File: src/rtl/tone_steer_pkg.sv
// Shared types for the tone steering block.
package tone_steer_pkg;

    // Steering state: waiting for a tone, or holding a registered character.
    typedef enum logic {
        ST_WAIT = 1'b0,
        ST_HELD = 1'b1
    } steer_state_e;

endpackage

File: src/rtl/steer_guard_timer.sv
// Run-length timer for one guard direction.
// Counts consecutive clocks with active_i high and pulses hit_o (combinational)
// on the clock where the run reaches limit_i (0 is treated as 1).
// Assumes: limit_i only changes between runs; clr_i clears the run at once.
module steer_guard_timer #(
    parameter int CNT_W = 16
) (
    input  logic             clk,
    input  logic             rst_n,
    input  logic             clr_i,
    input  logic             active_i,
    input  logic [CNT_W-1:0] limit_i,
    output logic             hit_o
);
    logic [CNT_W-1:0] run_q;
    logic [CNT_W:0]   run_inc;
    logic [CNT_W-1:0] eff_limit;

    // Effective limit and completion test for this clock.
    always_comb begin
        eff_limit = (limit_i == '0) ? CNT_W'(1) : limit_i;
        run_inc   = {1'b0, run_q} + (CNT_W+1)'(1);
        hit_o     = active_i && (run_inc >= {1'b0, eff_limit});
    end

    // Run counter: restarts on a toggle, on completion and on clear.
    always_ff @(posedge clk) begin
        if (!rst_n || clr_i) begin
            run_q <= '0;
        end else if (!active_i || hit_o) begin
            run_q <= '0;
        end else begin
            run_q <= run_inc[CNT_W-1:0];
        end
    end
endmodule

File: src/rtl/steer_settle_delay.sv
// Settling delay after a latch update.
// start_i loads the delay; flag_o rises SETTLE_CYC clocks later and stays
// high until clr_i. Assumes SETTLE_CYC >= 1 and clr_i wins over start_i.
module steer_settle_delay #(
    parameter int SETTLE_CYC = 2
) (
    input  logic clk,
    input  logic rst_n,
    input  logic start_i,
    input  logic clr_i,
    output logic flag_o
);
    localparam int SW = $clog2(SETTLE_CYC + 1);

    logic [SW-1:0] left_q;

    // Count down the settle window and raise the flag when it ends.
    always_ff @(posedge clk) begin
        if (!rst_n || clr_i) begin
            left_q <= '0;
            flag_o <= 1'b0;
        end else if (start_i) begin
            left_q <= SW'(SETTLE_CYC);
            flag_o <= 1'b0;
        end else if (left_q != '0) begin
            left_q <= left_q - SW'(1);
            if (left_q == SW'(1)) begin
                flag_o <= 1'b1;
            end
        end
    end
endmodule

File: src/rtl/steer_code_latch.sv
// Output code latch: loads code_i when load_i is high, holds otherwise.
// Assumes: power-down does not touch it; only reset clears it.
module steer_code_latch #(
    parameter int CODE_W = 4
) (
    input  logic              clk,
    input  logic              rst_n,
    input  logic              load_i,
    input  logic [CODE_W-1:0] code_i,
    output logic [CODE_W-1:0] code_o
);
    // Capture a registered code.
    always_ff @(posedge clk) begin
        if (!rst_n) begin
            code_o <= '0;
        end else if (load_i) begin
            code_o <= code_i;
        end
    end
endmodule

File: src/rtl/tone_steer.sv
// Tone steering and output latch.
// Validates tone duration and inter-digit pause with programmable clock
// counts, latches the code, and produces guard and delayed-steering flags.
// Assumes: early_i and code_i are synchronous to clk; the data word and its
// enable are turned into a three-state bus at the chip top.
module tone_steer
    import tone_steer_pkg::*;
#(
    parameter int CODE_W     = 4,
    parameter int CNT_W      = 16,
    parameter int SETTLE_CYC = 2
) (
    input  logic              clk,
    input  logic              rst_n,
    input  logic              pwr_dn_i,
    input  logic              early_i,
    input  logic [CODE_W-1:0] code_i,
    input  logic [CNT_W-1:0]  present_cnt_i,
    input  logic [CNT_W-1:0]  absent_cnt_i,
    input  logic              oe_i,
    output logic [CODE_W-1:0] data_o,
    output logic              data_oe_o,
    output logic              steer_o,
    output logic              guard_o
);
    steer_state_e     state_q;
    steer_state_e     state_d;
    logic             held;
    logic             dir_active;
    logic [CNT_W-1:0] dir_limit;
    logic             dir_hit;
    logic             reg_evt;
    logic             rel_evt;

    // Select the guard direction from the current state.
    always_comb begin
        held       = (state_q == ST_HELD);
        dir_active = held ? !early_i : early_i;
        dir_limit  = held ? absent_cnt_i : present_cnt_i;
        reg_evt    = dir_hit && !held && !pwr_dn_i;
        rel_evt    = dir_hit && held;
    end

    // Next state of the steering machine.
    always_comb begin
        state_d = state_q;
        if (pwr_dn_i) begin
            state_d = ST_WAIT;
        end else if (reg_evt) begin
            state_d = ST_HELD;
        end else if (rel_evt) begin
            state_d = ST_WAIT;
        end
    end

    // State register.
    always_ff @(posedge clk) begin
        if (!rst_n) begin
            state_q <= ST_WAIT;
        end else begin
            state_q <= state_d;
        end
    end

    // Guard indicator: high while a character is held and the tone persists.
    always_ff @(posedge clk) begin
        if (!rst_n || pwr_dn_i) begin
            guard_o <= 1'b0;
        end else begin
            guard_o <= (state_d == ST_HELD) && early_i;
        end
    end

    steer_guard_timer #(.CNT_W(CNT_W)) u_timer (
        .clk      (clk),
        .rst_n    (rst_n),
        .clr_i    (pwr_dn_i),
        .active_i (dir_active),
        .limit_i  (dir_limit),
        .hit_o    (dir_hit)
    );

    steer_code_latch #(.CODE_W(CODE_W)) u_latch (
        .clk    (clk),
        .rst_n  (rst_n),
        .load_i (reg_evt),
        .code_i (code_i),
        .code_o (data_o)
    );

    steer_settle_delay #(.SETTLE_CYC(SETTLE_CYC)) u_settle (
        .clk     (clk),
        .rst_n   (rst_n),
        .start_i (reg_evt),
        .clr_i   (pwr_dn_i || rel_evt),
        .flag_o  (steer_o)
    );

    // Output enable passes straight to the bus driver.
    assign data_oe_o = oe_i;
endmodule

File: config.mk
export PLATFORM = sky130hd
export DESIGN_NAME = tone_steer
export DESIGN_NICKNAME = d
export VERILOG_FILES = /design/src/rtl/tone_steer_pkg.sv /design/src/rtl/steer_guard_timer.sv /design/src/rtl/steer_settle_delay.sv /design/src/rtl/steer_code_latch.sv /design/src/rtl/tone_steer.sv
export SDC_FILE = /design/constraint.sdc
export NUM_CORES = 1
export LEC_CHECK = 0
export BUFFER_PORTS_ARGS = -buffer_cell sky130_fd_sc_hd__buf_4
export CORE_UTILIZATION = 56
export CTS_CLUSTER_DIAMETER = 120
export DETAILED_ROUTE_END_ITERATION = 12
export GPL_ROUTABILITY_DRIVEN = 0
export PLACE_DENSITY = 0.85
export SLEW_MARGIN = 5
export SYNTH_ARGS = -nofsm -noshare
export SYNTH_HDL_FRONTEND = slang
export SYNTH_SLANG_ARGS = --single-unit
File: constraint.sdc
create_clock -name clk -period 8.12 [get_ports clk]
set_input_delay 1.624 -clock clk [delete_from_list [all_inputs] [get_ports clk]]
set_output_delay 1.624 -clock clk [all_outputs]
set_load 0.05 [all_outputs]
Word level (Yosys, flattened, before mapping)
Cells that the tools add are included.

$add $sub $neg: 2. $lt $le $gt $ge: 1. Equality and inequality tests: 1. Multiplexer cells: 8. Reduce and logical (&&, ||, !) cells: 20.

Operators with widths (count): 16-bit two-way mux (2); 16-bit by 1-bit adder with 17-bit output, second input constant (1); 17-bit by 16-bit greater-or-equal comparator with 1-bit output (1); 16-bit logical NOT (1); 1-bit logical AND (5); 1-bit logical NOT (5); 1-bit logical OR (4); 1-bit two-way mux (4); 2-bit two-way mux (2); 2-bit nonzero test (2); 2-bit OR reduction (2); 2-bit by 1-bit equality test with 1-bit output, second input constant (1); 2-bit AND reduction (1); 2-bit by 1-bit subtractor with 2-bit output, second input constant (1).

Bits in registers: 25. Input port bits: 41. Output and inout bits: 7. Word-level logic and storage cells: 39.

Logic depth before layout (Yosys ltp)
Gate-level depths: netlist of the first run.

Depth after elaboration: 10. Gate-level depth with buffers: 13. Mapped depth without buffers: 12.

Modules after synthesis
A second synthesis of the first run with hierarchy kept.

Cells, all modules: 196. Area, all modules: 1824.2 um^2.

Modules (own cells, without submodules): steer_guard_timer (times used 1, cells an instance 146, area an instance 1266.2 um^2, seq. area each 320.3 um^2); tone_steer (times used 1, cells an instance 27, area an instance 292.8 um^2, seq. area each 40.0 um^2); steer_code_latch (times used 1, cells an instance 13, area an instance 156.4 um^2, seq. area each 80.1 um^2); steer_settle_delay (times used 1, cells an instance 10, area an instance 108.9 um^2, seq. area each 60.1 um^2).

Least setup slack after synthesis of the first run
No wires, ideal clock.

Kind: input to register. Start point: input port absent_cnt_i[6]. End point: register u_timer.run_q[10]. Arrival time: 3984 ps. Data required time: 8055 ps. Slack: 4071 ps. Stages: 11. Buffers on the path: 1. Cell sequence: mux2i_1 > nand4_1 > or4_1 > nand2_1 > ha_1 > nor3_1 > a2111oi_2 > o2111ai_4 > or3_1 > buf_4 > nor2b_1.

Cells in the longest elaborated chain, start to end: 7.

RTL lines: start: declaration (RTL line tone_steer.sv:19) `input logic [CNT_W-1:0] absent_cnt_i,`; 16-bit two-way mux * (RTL line tone_steer.sv:39) `dir_limit = held ? absent_cnt_i : present_cnt_i;`; 16-bit logical NOT (RTL line steer_guard_timer.sv:21) `eff_limit = (limit_i == '0) ? CNT_W'(1) : limit_i;`; 16-bit two-way mux * (RTL line steer_guard_timer.sv:21); 17-bit by 16-bit greater-or-equal comparator with 1-bit output * (RTL line steer_guard_timer.sv:23) `hit_o = active_i && (run_inc >= {1'b0, eff_limit});`; 1-bit logical AND * (RTL line steer_guard_timer.sv:23); 1-bit logical OR * (RTL line steer_guard_timer.sv:30) `end else if (!active_i || hit_o) begin`; 2-bit OR reduction (no source line) *; end signal: assignment (RTL line steer_guard_timer.sv:33) `run_q <= run_inc[CNT_W-1:0];`; end: declaration (RTL line steer_guard_timer.sv:15) `logic [CNT_W-1:0] run_q;`.

Mark *: on every way between the ends. The rest lies on a longest branch, timed or not. A chain may end at the register's enable or synchronous reset.

Worst setup path after layout of the first run
Start point: input port absent_cnt_i[3]. End point: register u_timer.run_q[12].

Same word-level chain as after synthesis.

==> flow_summary.toml, run 1 <==
[status]
status = "finished clean"

[cts]
cts.path.max_buffers = 2
hold_buffers = 0
htreeDepth = 1
cts_root_buf = "clkbuf_4"
cts_buffers = 3
clk_latency_ps = 330
tritoncts = "yes"
postCtsSetupRepairBufs = 0
cts_num_sinks = 25
cts.clk_slew.worst_paths_ps = 140
cts_resized = 0

[sta]
fmax_mhz = 240
fin_skew_ps = 3.41
tns_ps = 0
drv_slew = 0
maxSlewHeadroom = 0.276
finalHoldViolations = 0
rsz0062_at_grt = "no"
setup_violations = 0
worst_slew_pin_slew_ps = 1080
period_needed_ps = 4170
min_period_over_period = 0.514

[floorplanning]
die-area_mm2 = 0.00321
start_util = 0.601
core_mm2 = 0.00278
boundaryPins = 48
fp-row-count = 19
die_h_um = 56.6
die_w_um = 56.6

[detailed_routing]
drtPass1Iterations = 4
ant_nets = 0
dr.first_iter.drc_count = 47
routed_wl_mm = 3.86
route.detailed.drc = 0
wl_per_cell_um = 14.8
vias_per_cell = 5.76
num_vias = 1498

[global_route]
grt_pass1_wl_mm = 6.31
grt_pass1_vias = 1497
grt_usage = 0.251
grt_max_degree = 22
antenna_found_initial = 0
grt.overflow.total = 0

[pwr]
power_w = 0.000210
powerDensity_mw_per_mm2 = 103
switchingPower_w = 0.0000519
switching_share = 0.247
intPower_w = 0.000158
p_seq_frac = 0.587
peakVddDrop_uv = 90.4
p_comb_frac = 0.138
clkPwrFrac = 0.276
p_leak_nw = 0.827

[setup_path]
crit_path_start_kind = "input port"
worstPathArrival_ps = 4440
endpoint_kind = "flop"
cp_max_fo = 16
critical_path_class = "in -> reg"
cp.required_ps = 8390

[yosys]
syn_avg_cell_area_um2 = 9.03
ys_seq_area_frac = 0.300
yosys_warnings = 0
ys_seq_elements = 25
synthCells = 185
synth_area_mm2 = 0.00167
syn-num-nets = 243
synth.distinct_cells = 33

[final_layout]
fin_cells = 260
finish.net_count = 288
multiInputGateArea_mm2 = 0.00112
final_area_mm2 = 0.00205
final_cell_mix = "buf_4 (45), dfxtp_1 (25), mux2i_1 (21)"
layout_commonest_cell = "buf_4"
layout.area.seq_um2 = 500
diodes = 0
layout-drive-gt1-share = 0.245
areaGrowthSynthToFinish_pct = 22.6
fill_cells = 223

[min_path]
hp-class = "reg -> reg"

[run]
drv_cap = 0

[placement]
placedInstanceArea_mm2 = 0.00202
place_hpwl_mm = 3.12
port_buffers = 45
dp_cells = 256
worst max-delay path, stage by stage:
cell and delay, ps:
buf_4 110, mux2i_1 250, nand4_1 130, or4_1 530, nand2_1 70, ha_1 140
nor3_1 60, a2111oi_2 450, o2111ai_4 200, or3_1 650, nor2b_1 210
layer usage:
layer	GRT usage	wire [µm]	vias up
li1	-	-	740
met1	0.287	1630	703
met2	0.450	1960	44
met3	0.0392	162	11
met4	0.122	102	0
met5	0	0	-
synth_stat cells (all sizes together):
master	number	area, µm²
a2111oi	1	15.0
a211oi	2	15.0
a21o	2	15.0
a21oi	7	35.0
and3	2	12.5
and4	1	8.76
buf	5	26.3
dfxtp	25	500
ha	17	213
inv	6	22.5
mux2	1	11.3
mux2i	21	210
nand2	19	71.3
nand2b	3	18.8
nand3	11	60.1
nand4	7	43.8
nor2	10	37.5
nor2b	15	93.8
nor3	4	20.0
nor3b	1	18.8
nor4	1	6.26
o2111ai	1	26.3
o21ai	3	15.0
or2	1	6.26
or3	2	17.5
or4	2	18.8
xnor2	12	105
xor2	3	26.3
cells by family after synthesis:
kind of cell               share of synthesized area
and+or+nand+nor                                0.260
xor gates and xnor gates                      0.0787
adders and majority gates                      0.127
AOI/OAI and AO/OA                             0.0726
DFF                                            0.300
muxes                                          0.133
buffers and inverters                         0.0292
stage by stage:
stage	util	setup slack [ps]	hold slack (ps)
finish	0.736	3950	464
global route	0.736	3740	471
CTS	0.736	3970	465
detailed placement	0.726	3600	444
global placement	0.726	3720	438
floorplan	-	4070	421
power groups by stage:
stage          combinational [W]  clock (W)  sequential, W
2_1_floorplan          0.0000127          0       0.000126
5_1_grt                0.0000316  0.0000640       0.000124
4_1_cts                0.0000292  0.0000590       0.000123
3_3_place_gp           0.0000277          0       0.000126
3_5_place_dp           0.0000291          0       0.000126
6_report               0.0000290  0.0000579       0.000123
state kept, by name (all words and copies together), names as in the netlist:
signal           flops
u_latch.code_o       4
guard_o              1
held                 1
u_settle.left_q      2
u_timer.run_q       16
u_settle.flag_o      1
worst paths after layout:
path / startpoint / to / slack [ps] / cells after the start
worst max-delay path: absent_cnt_i[3] / u_timer.run_q[12] / 3950 / 11
worst min-delay path: u_latch.code_o[1] / u_latch.code_o[1] / 460 / 2
worst max register to register: held / u_timer.run_q[12] / 4140 / 10
worst min register to register: u_latch.code_o[1] / u_latch.code_o[1] / 460 / 2
final cells by class:
type,count,area share
Inverter,6,0.0110
Clock buffer,3,0.0110
Sequential cell,25,0.244
Tap cell,31,0.0189
Multi-Input combinational cell,149,0.547
Timing Repair Buffer,45,0.165
Clock inverter,1,0.00244
Note: power is estimated with default switching activity, not from simulation.
==> run 2, diff against run 1 <==
Settings changed: ABC_AREA set to 1, CORE_UTILIZATION 56 to 49, PLACE_DENSITY 0.85 to 0.77.
Clock period 8.12 ns to 3.8 ns, I/O delays scaled along.
==> run 2 against run 1 <==
Routed wire length rose by 16%; clock skew about the same; area after synthesis is 18% higher.
==> flow_summary.toml, run 2 <==
[status]
status = "finished clean"

[pwr]
p_seq_frac = 0.544
intPower_w = 0.000375
switching_share = 0.225
switchingPower_w = 0.000109
powerDensity_mw_per_mm2 = 202
p_leak_nw = 1.17
peakVddDrop_uv = 225
p_comb_frac = 0.147
clkPwrFrac = 0.309

[yosys]
synth_edf_count = 0
yosys-top-cells-area = "dfxtp_1 (25%), nand2_1 (12%), ha_1 (11%), inv_1 (11%), nor2_4 (6.8%)"
syn_avg_cell_area_um2 = 6.97
synthCells = 284
netlist.area_leader.share = 0.253
syn-num-nets = 342
ys_seq_elements = 25
synth_top_area_cell = "dfxtp_1"
ys_async_sr_fraction = 0
synth_area_mm2 = 0.00198
yosys_warnings = 0
ys_seq_area_frac = 0.253
synth.distinct_cells = 26
ys.flop_type = "dfxtp_1"
synth_common_cells = "nand2_1 (62), inv_1 (56), nor2_1 (27)"
yosysMostFrequentCell = "nand2_1"

[cts]
cts.clk_slew.worst_paths_ps = 80
cts_buffers = 3
postCtsSetupRepairBufs = 0
clk_latency_ps = 260
cts_resized = 0
tritoncts = "yes"
cts.path.max_buffers = 2
cts_num_sinks = 25
cts_root_buf = "clkbuf_8"
hold_buffers = 0
htreeDepth = 1

[sta]
min_period_over_period = 0.816
period_needed_ps = 3100
maxSlewHeadroom = 0.628
setup_ws_ps = 697
worst_slew_pin_slew_ps = 556
hold_ws_ps = 454
fin_skew_ps = 3.37
fmax_mhz = 322
finalHoldViolations = 0
drv_slew = 0
rsz0062_at_grt = "no"
tns_ps = 0
setup_violations = 0

[floorplanning]
start_util = 0.525
fp-row-count = 22
core_mm2 = 0.00377
die_w_um = 65.5
boundaryPins = 48
die_h_um = 65.5
die-area_mm2 = 0.00429

[final_layout]
largest-register = "u_timer.run_q"
areaGrowthSynthToFinish_pct = 20.9
largestRegisters = "u_timer.run_q (16), u_latch.code_o (4), u_settle.left_q (2)"
diodes = 0
fin_util = 0.634
largest_register_ffs = 16
layout-drive-gt1-share = 0.225
finish.net_count = 388
layout_commonest_cell = "nand2_1"
final_cell_mix = "nand2_1 (62), inv_1 (56), buf_4 (46)"

[global_route]
grt_pass1_wl_mm = 7.56
antenna_found_initial = 0
grt_pass1_vias = 1745
grt_usage = 0.227
grt_max_degree = 21
grt.overflow.total = 0

[detailed_routing]
routed_wl_mm = 4.48
dr.first_iter.drc_count = 82
wl_per_cell_um = 11.9
vias_per_cell = 4.87
ant_nets = 0
drtPass1Iterations = 4
route.detailed.drc = 0
num_vias = 1836

[run]
drv_cap = 0

[placement]
place_hpwl_mm = 3.81
post-place-ws_ps = 745
port_buffers = 45

[setup_path]
r2r-end = "u_timer.run_q[15]"
endpoint_kind = "flop"
crit_start = "u_timer.run_q[0]"
endpoint = "u_timer.run_q[15]"
r2r_slack_ps = 700
worst-r2r-cell-count = 17
worstPathArrival_ps = 3290
r2r-start = "u_timer.run_q[0]"
cp.required_ps = 3980
critical_path_class = "reg -> reg"
crit_path_start_kind = "flop"
cp_max_fo = 16

[min_path]
hp-class = "reg -> reg"
hp-start = "u_settle.left_q[0]"
## run 2: logic make-up (layout without fill, tap and decap cells)
kind of cell,count (synthesis),in the layout,synth area share
and+or+nand+nor,139,139,0.362
buffers and inverters,62,107,0.127
DFF,25,25,0.253
AOI/OAI and AO/OA,21,21,0.0557
adders and majority gates,17,17,0.108
xor gates and xnor gates,11,11,0.0487
muxes,9,9,0.0455
## run 2: per-stage QoR
step | area (µm²) | power, W | cells
floorplan | 1980 | 0.000305 | 284
global placement | 2350 | 0.000339 | 373
detailed placement | 2350 | 0.000340 | 373
CTS | 2390 | 0.000490 | 377
global route | 2390 | 0.000509 | 377
finish | 2390 | 0.000483 | 377
## run 2: area by class of cell
class,count,area (µm²)
clock buffer,4,45.0
inverter,57,214
timing repair buffer,46,345
tap,48,60.1
fill,355,1380
sequential,25,500
multi-input combinational,197,1230
## run 2: layer usage
| metal | global-route usage | part of all wire | vias to the layer above | wire [µm] |
|---|---|---|---|---|
| met2 | 0.374 | 0.47 | 45 | 2100 |
| met3 | 0.0417 | 0.042 | 8 | 189 |
| met1 | 0.302 | 0.47 | 812 | 2120 |
| li1 | - | - | 971 | - |
| met5 | 0 | 0 | - | 0 |
| met4 | 0.0543 | 0.017 | 0 | 74 |
## run 2: how the worst min path moves through the flow
stage	end	depth (start not counted)	slack, ps
detailed placement	u_settle.left_q[0]	1	440
global placement	u_settle.left_q[0]	1	430
global route	u_settle.left_q[0]	1	470
floorplan	u_settle.left_q[0]	1	410
finish	u_settle.left_q[0]	1	450
CTS	u_settle.left_q[0]	1	450
## run 2: power by group through the flow
stage          Sequential (W)  Combinational (W)  Clock [W]
4_1_cts              0.000263          0.0000715   0.000155
3_5_place_dp         0.000269          0.0000713          0
3_3_place_gp         0.000269          0.0000697          0
2_1_floorplan        0.000269          0.0000356          0
6_report             0.000263          0.0000712   0.000149
5_1_grt              0.000263          0.0000794   0.000167
## run 2: critical path, cell delays in order (launching register included)
cell	delay, ps
dfxtp_1	390
ha_1	230
nand2_2	90
nor2_4	100
nand2_2	120
nor2_1	170
nand3_1	100
xor2_1	240
ha_1	290
nand2_1	90
inv_1	60
nand2_1	60
nand2_1	60
nand2_1	60
nand2_1	70
nor2_2	220
nand4_4	430
nor2b_1	240
==> run 3, diff against run 2 <==
Settings changed: CORE_UTILIZATION 49 to 54, PLACE_DENSITY 0.77 to 0.8.
Clock period 3.8 ns to 3.2 ns, I/O delays scaled along.
==> run 3 against run 2 <==
Clock power is 10% higher; total power is 16% higher; cell area rose by 0.26%; count of clock-buffer cells in the layout decreased by 1.
==> flow_summary.toml, run 3 (synthesized netlist as in run 2, its figures left out) <==
[pwr]
peakVddDrop_uv = 226
intPower_w = 0.000410
p_leak_nw = 1.18
p_seq_frac = 0.556
clkPwrFrac = 0.291
switching_share = 0.272
powerDensity_mw_per_mm2 = 235
switchingPower_w = 0.000153
p_comb_frac = 0.153
power_w = 0.000563

[cts]
tritoncts = "yes"
cts_resized = 0
cts_num_sinks = 25
cts.path.max_buffers = 2
postCtsSetupRepairBufs = 0
hold_buffers = 0
htreeDepth = 1
cts_root_buf = "clkbuf_4"
cts_buffers = 3
clk_latency_ps = 340
cts.clk_slew.worst_paths_ps = 160

[detailed_routing]
route.detailed.drc = 0
num_vias = 1881
routed_wl_mm = 4.28
wl_per_cell_um = 11.4
drtPass1Iterations = 4
ant_nets = 0
vias_per_cell = 5.00
dr.first_iter.drc_count = 125

[sta]
setup_violations = 0
maxSlewHeadroom = 0.639
drv_slew = 0
fin_skew_ps = 3.41
finalHoldViolations = 0
worst_slew_pin_slew_ps = 540
min_period_over_period = 0.918
rsz0062_at_grt = "no"
period_needed_ps = 2940
tns_ps = 0
fmax_mhz = 340

[setup_path]
cp_cell_sequence = "ha_1 -> nand2_2 -> nor2_4 -> nand2_2 -> nor2_1 -> nand3_1 -> xor2_1 -> ha_1 -> nand2_1 -> inv_1 -> nand2_1 -> nand2_1 -> nand2_1 -> nand2_1 -> nor2_2 -> nand4_4 -> buf_12 -> nor2b_1"
cpMostUsedCell = "nand2_1"
crit_path_top_delay_cell = "dfxtp_1"
worstPathArrival_ps = 3230
cp_max_fo = 9
worst_path_largest_cell_delay_ps = 410
cp.required_ps = 3500
crit_path_start_kind = "flop"
crit_family = "simple AND/OR/NAND/NOR gates"
critical_path_class = "reg -> reg"
endpoint_kind = "flop"
worst-path-buf-inv = 2

[final_layout]
diodes = 0
largest_register_ffs = 16
finish.net_count = 389
largest-register = "u_timer.run_q"
layout_commonest_cell = "nand2_1"
fill_cells = 289
layout-drive-gt1-share = 0.233
areaGrowthSynthToFinish_pct = 21.2
final_cell_mix = "nand2_1 (62), inv_1 (56), buf_4 (46)"
largestRegisters = "u_timer.run_q (16), u_latch.code_o (4), u_settle.left_q (2)"

[placement]
port_buffers = 45
place_hpwl_mm = 3.53

[global_route]
grt_max_degree = 25
grt_usage = 0.239
grt_pass1_wl_mm = 7.45
grt_pass1_vias = 1767
grt.overflow.total = 0
antenna_found_initial = 0

[status]
status = "finished clean"

[floorplanning]
core_mm2 = 0.00342
start_util = 0.579
die_h_um = 62.5
die_w_um = 62.5
fp-row-count = 21
boundaryPins = 48
die-area_mm2 = 0.00391

[run]
drv_cap = 0

[min_path]
hp-class = "reg -> reg"
-- run 3: through the flow --
step                      cell area (µm²)   util  hold slack (ps)  std cells  setup WS [ps]
after floorplan                      1980      -              411        284            711
after global placement               2360  0.692              428        372            349
after detailed placement             2360  0.692              434        372            279
after CTS                            2390  0.701              454        376            247
after global routing                 2400  0.702              490        376           10.8
final                                2400  0.702              453        376            263
-- run 3: final timing paths --
check | startpoint | end | slack [ps] | cells after the start
setup / recovery | u_timer.run_q[0] | u_timer.run_q[13] | 260 | 18
hold / removal | u_settle.left_q[0] | u_settle.left_q[0] | 450 | 1
setup reg to reg | u_timer.run_q[0] | u_timer.run_q[13] | 260 | 18
hold reg to reg | u_settle.left_q[0] | u_settle.left_q[0] | 450 | 1
-- run 3: power by group through the flow --
stage / combinational (W) / sequential (W) / clock, W
finish: 0.0000863 / 0.000313 / 0.000164
global route: 0.0000974 / 0.000313 / 0.000180
CTS: 0.0000868 / 0.000313 / 0.000171
detailed placement: 0.0000864 / 0.000319 / 0
global placement: 0.0000841 / 0.000319 / 0
floorplan: 0.0000423 / 0.000319 / 0
-- run 3: cell type report --
type                            count  area, µm²  area share
Tap cell                           46       57.6      0.0240
Sequential cell                    25        500       0.209
Inverter                           57        214      0.0892
Clock inverter                      1       8.76     0.00365
Clock buffer                        3       22.5     0.00939
Timing Repair Buffer               47        365       0.152
Multi-Input combinational cell    197       1230       0.513
-- run 3: worst reg2reg max path: stages (launching register included) --
cell	delay (ps)
dfxtp_1	410
ha_1	220
nand2_2	90
nor2_4	110
nand2_2	110
nor2_1	170
nand3_1	100
xor2_1	170
ha_1	320
nand2_1	80
inv_1	40
nand2_1	50
nand2_1	50
nand2_1	50
nand2_1	60
nor2_2	220
nand4_4	280
buf_12	260
nor2b_1	100
-- run 3: layer usage --
metal  part of all wire  global-route usage  vias to the layer above
li1                   -                   -                      978
met1               0.43               0.290                      866
met2               0.52               0.429                       33
met3              0.041              0.0347                        4
met4              0.013              0.0785                        0
met5                  0                   0                        -
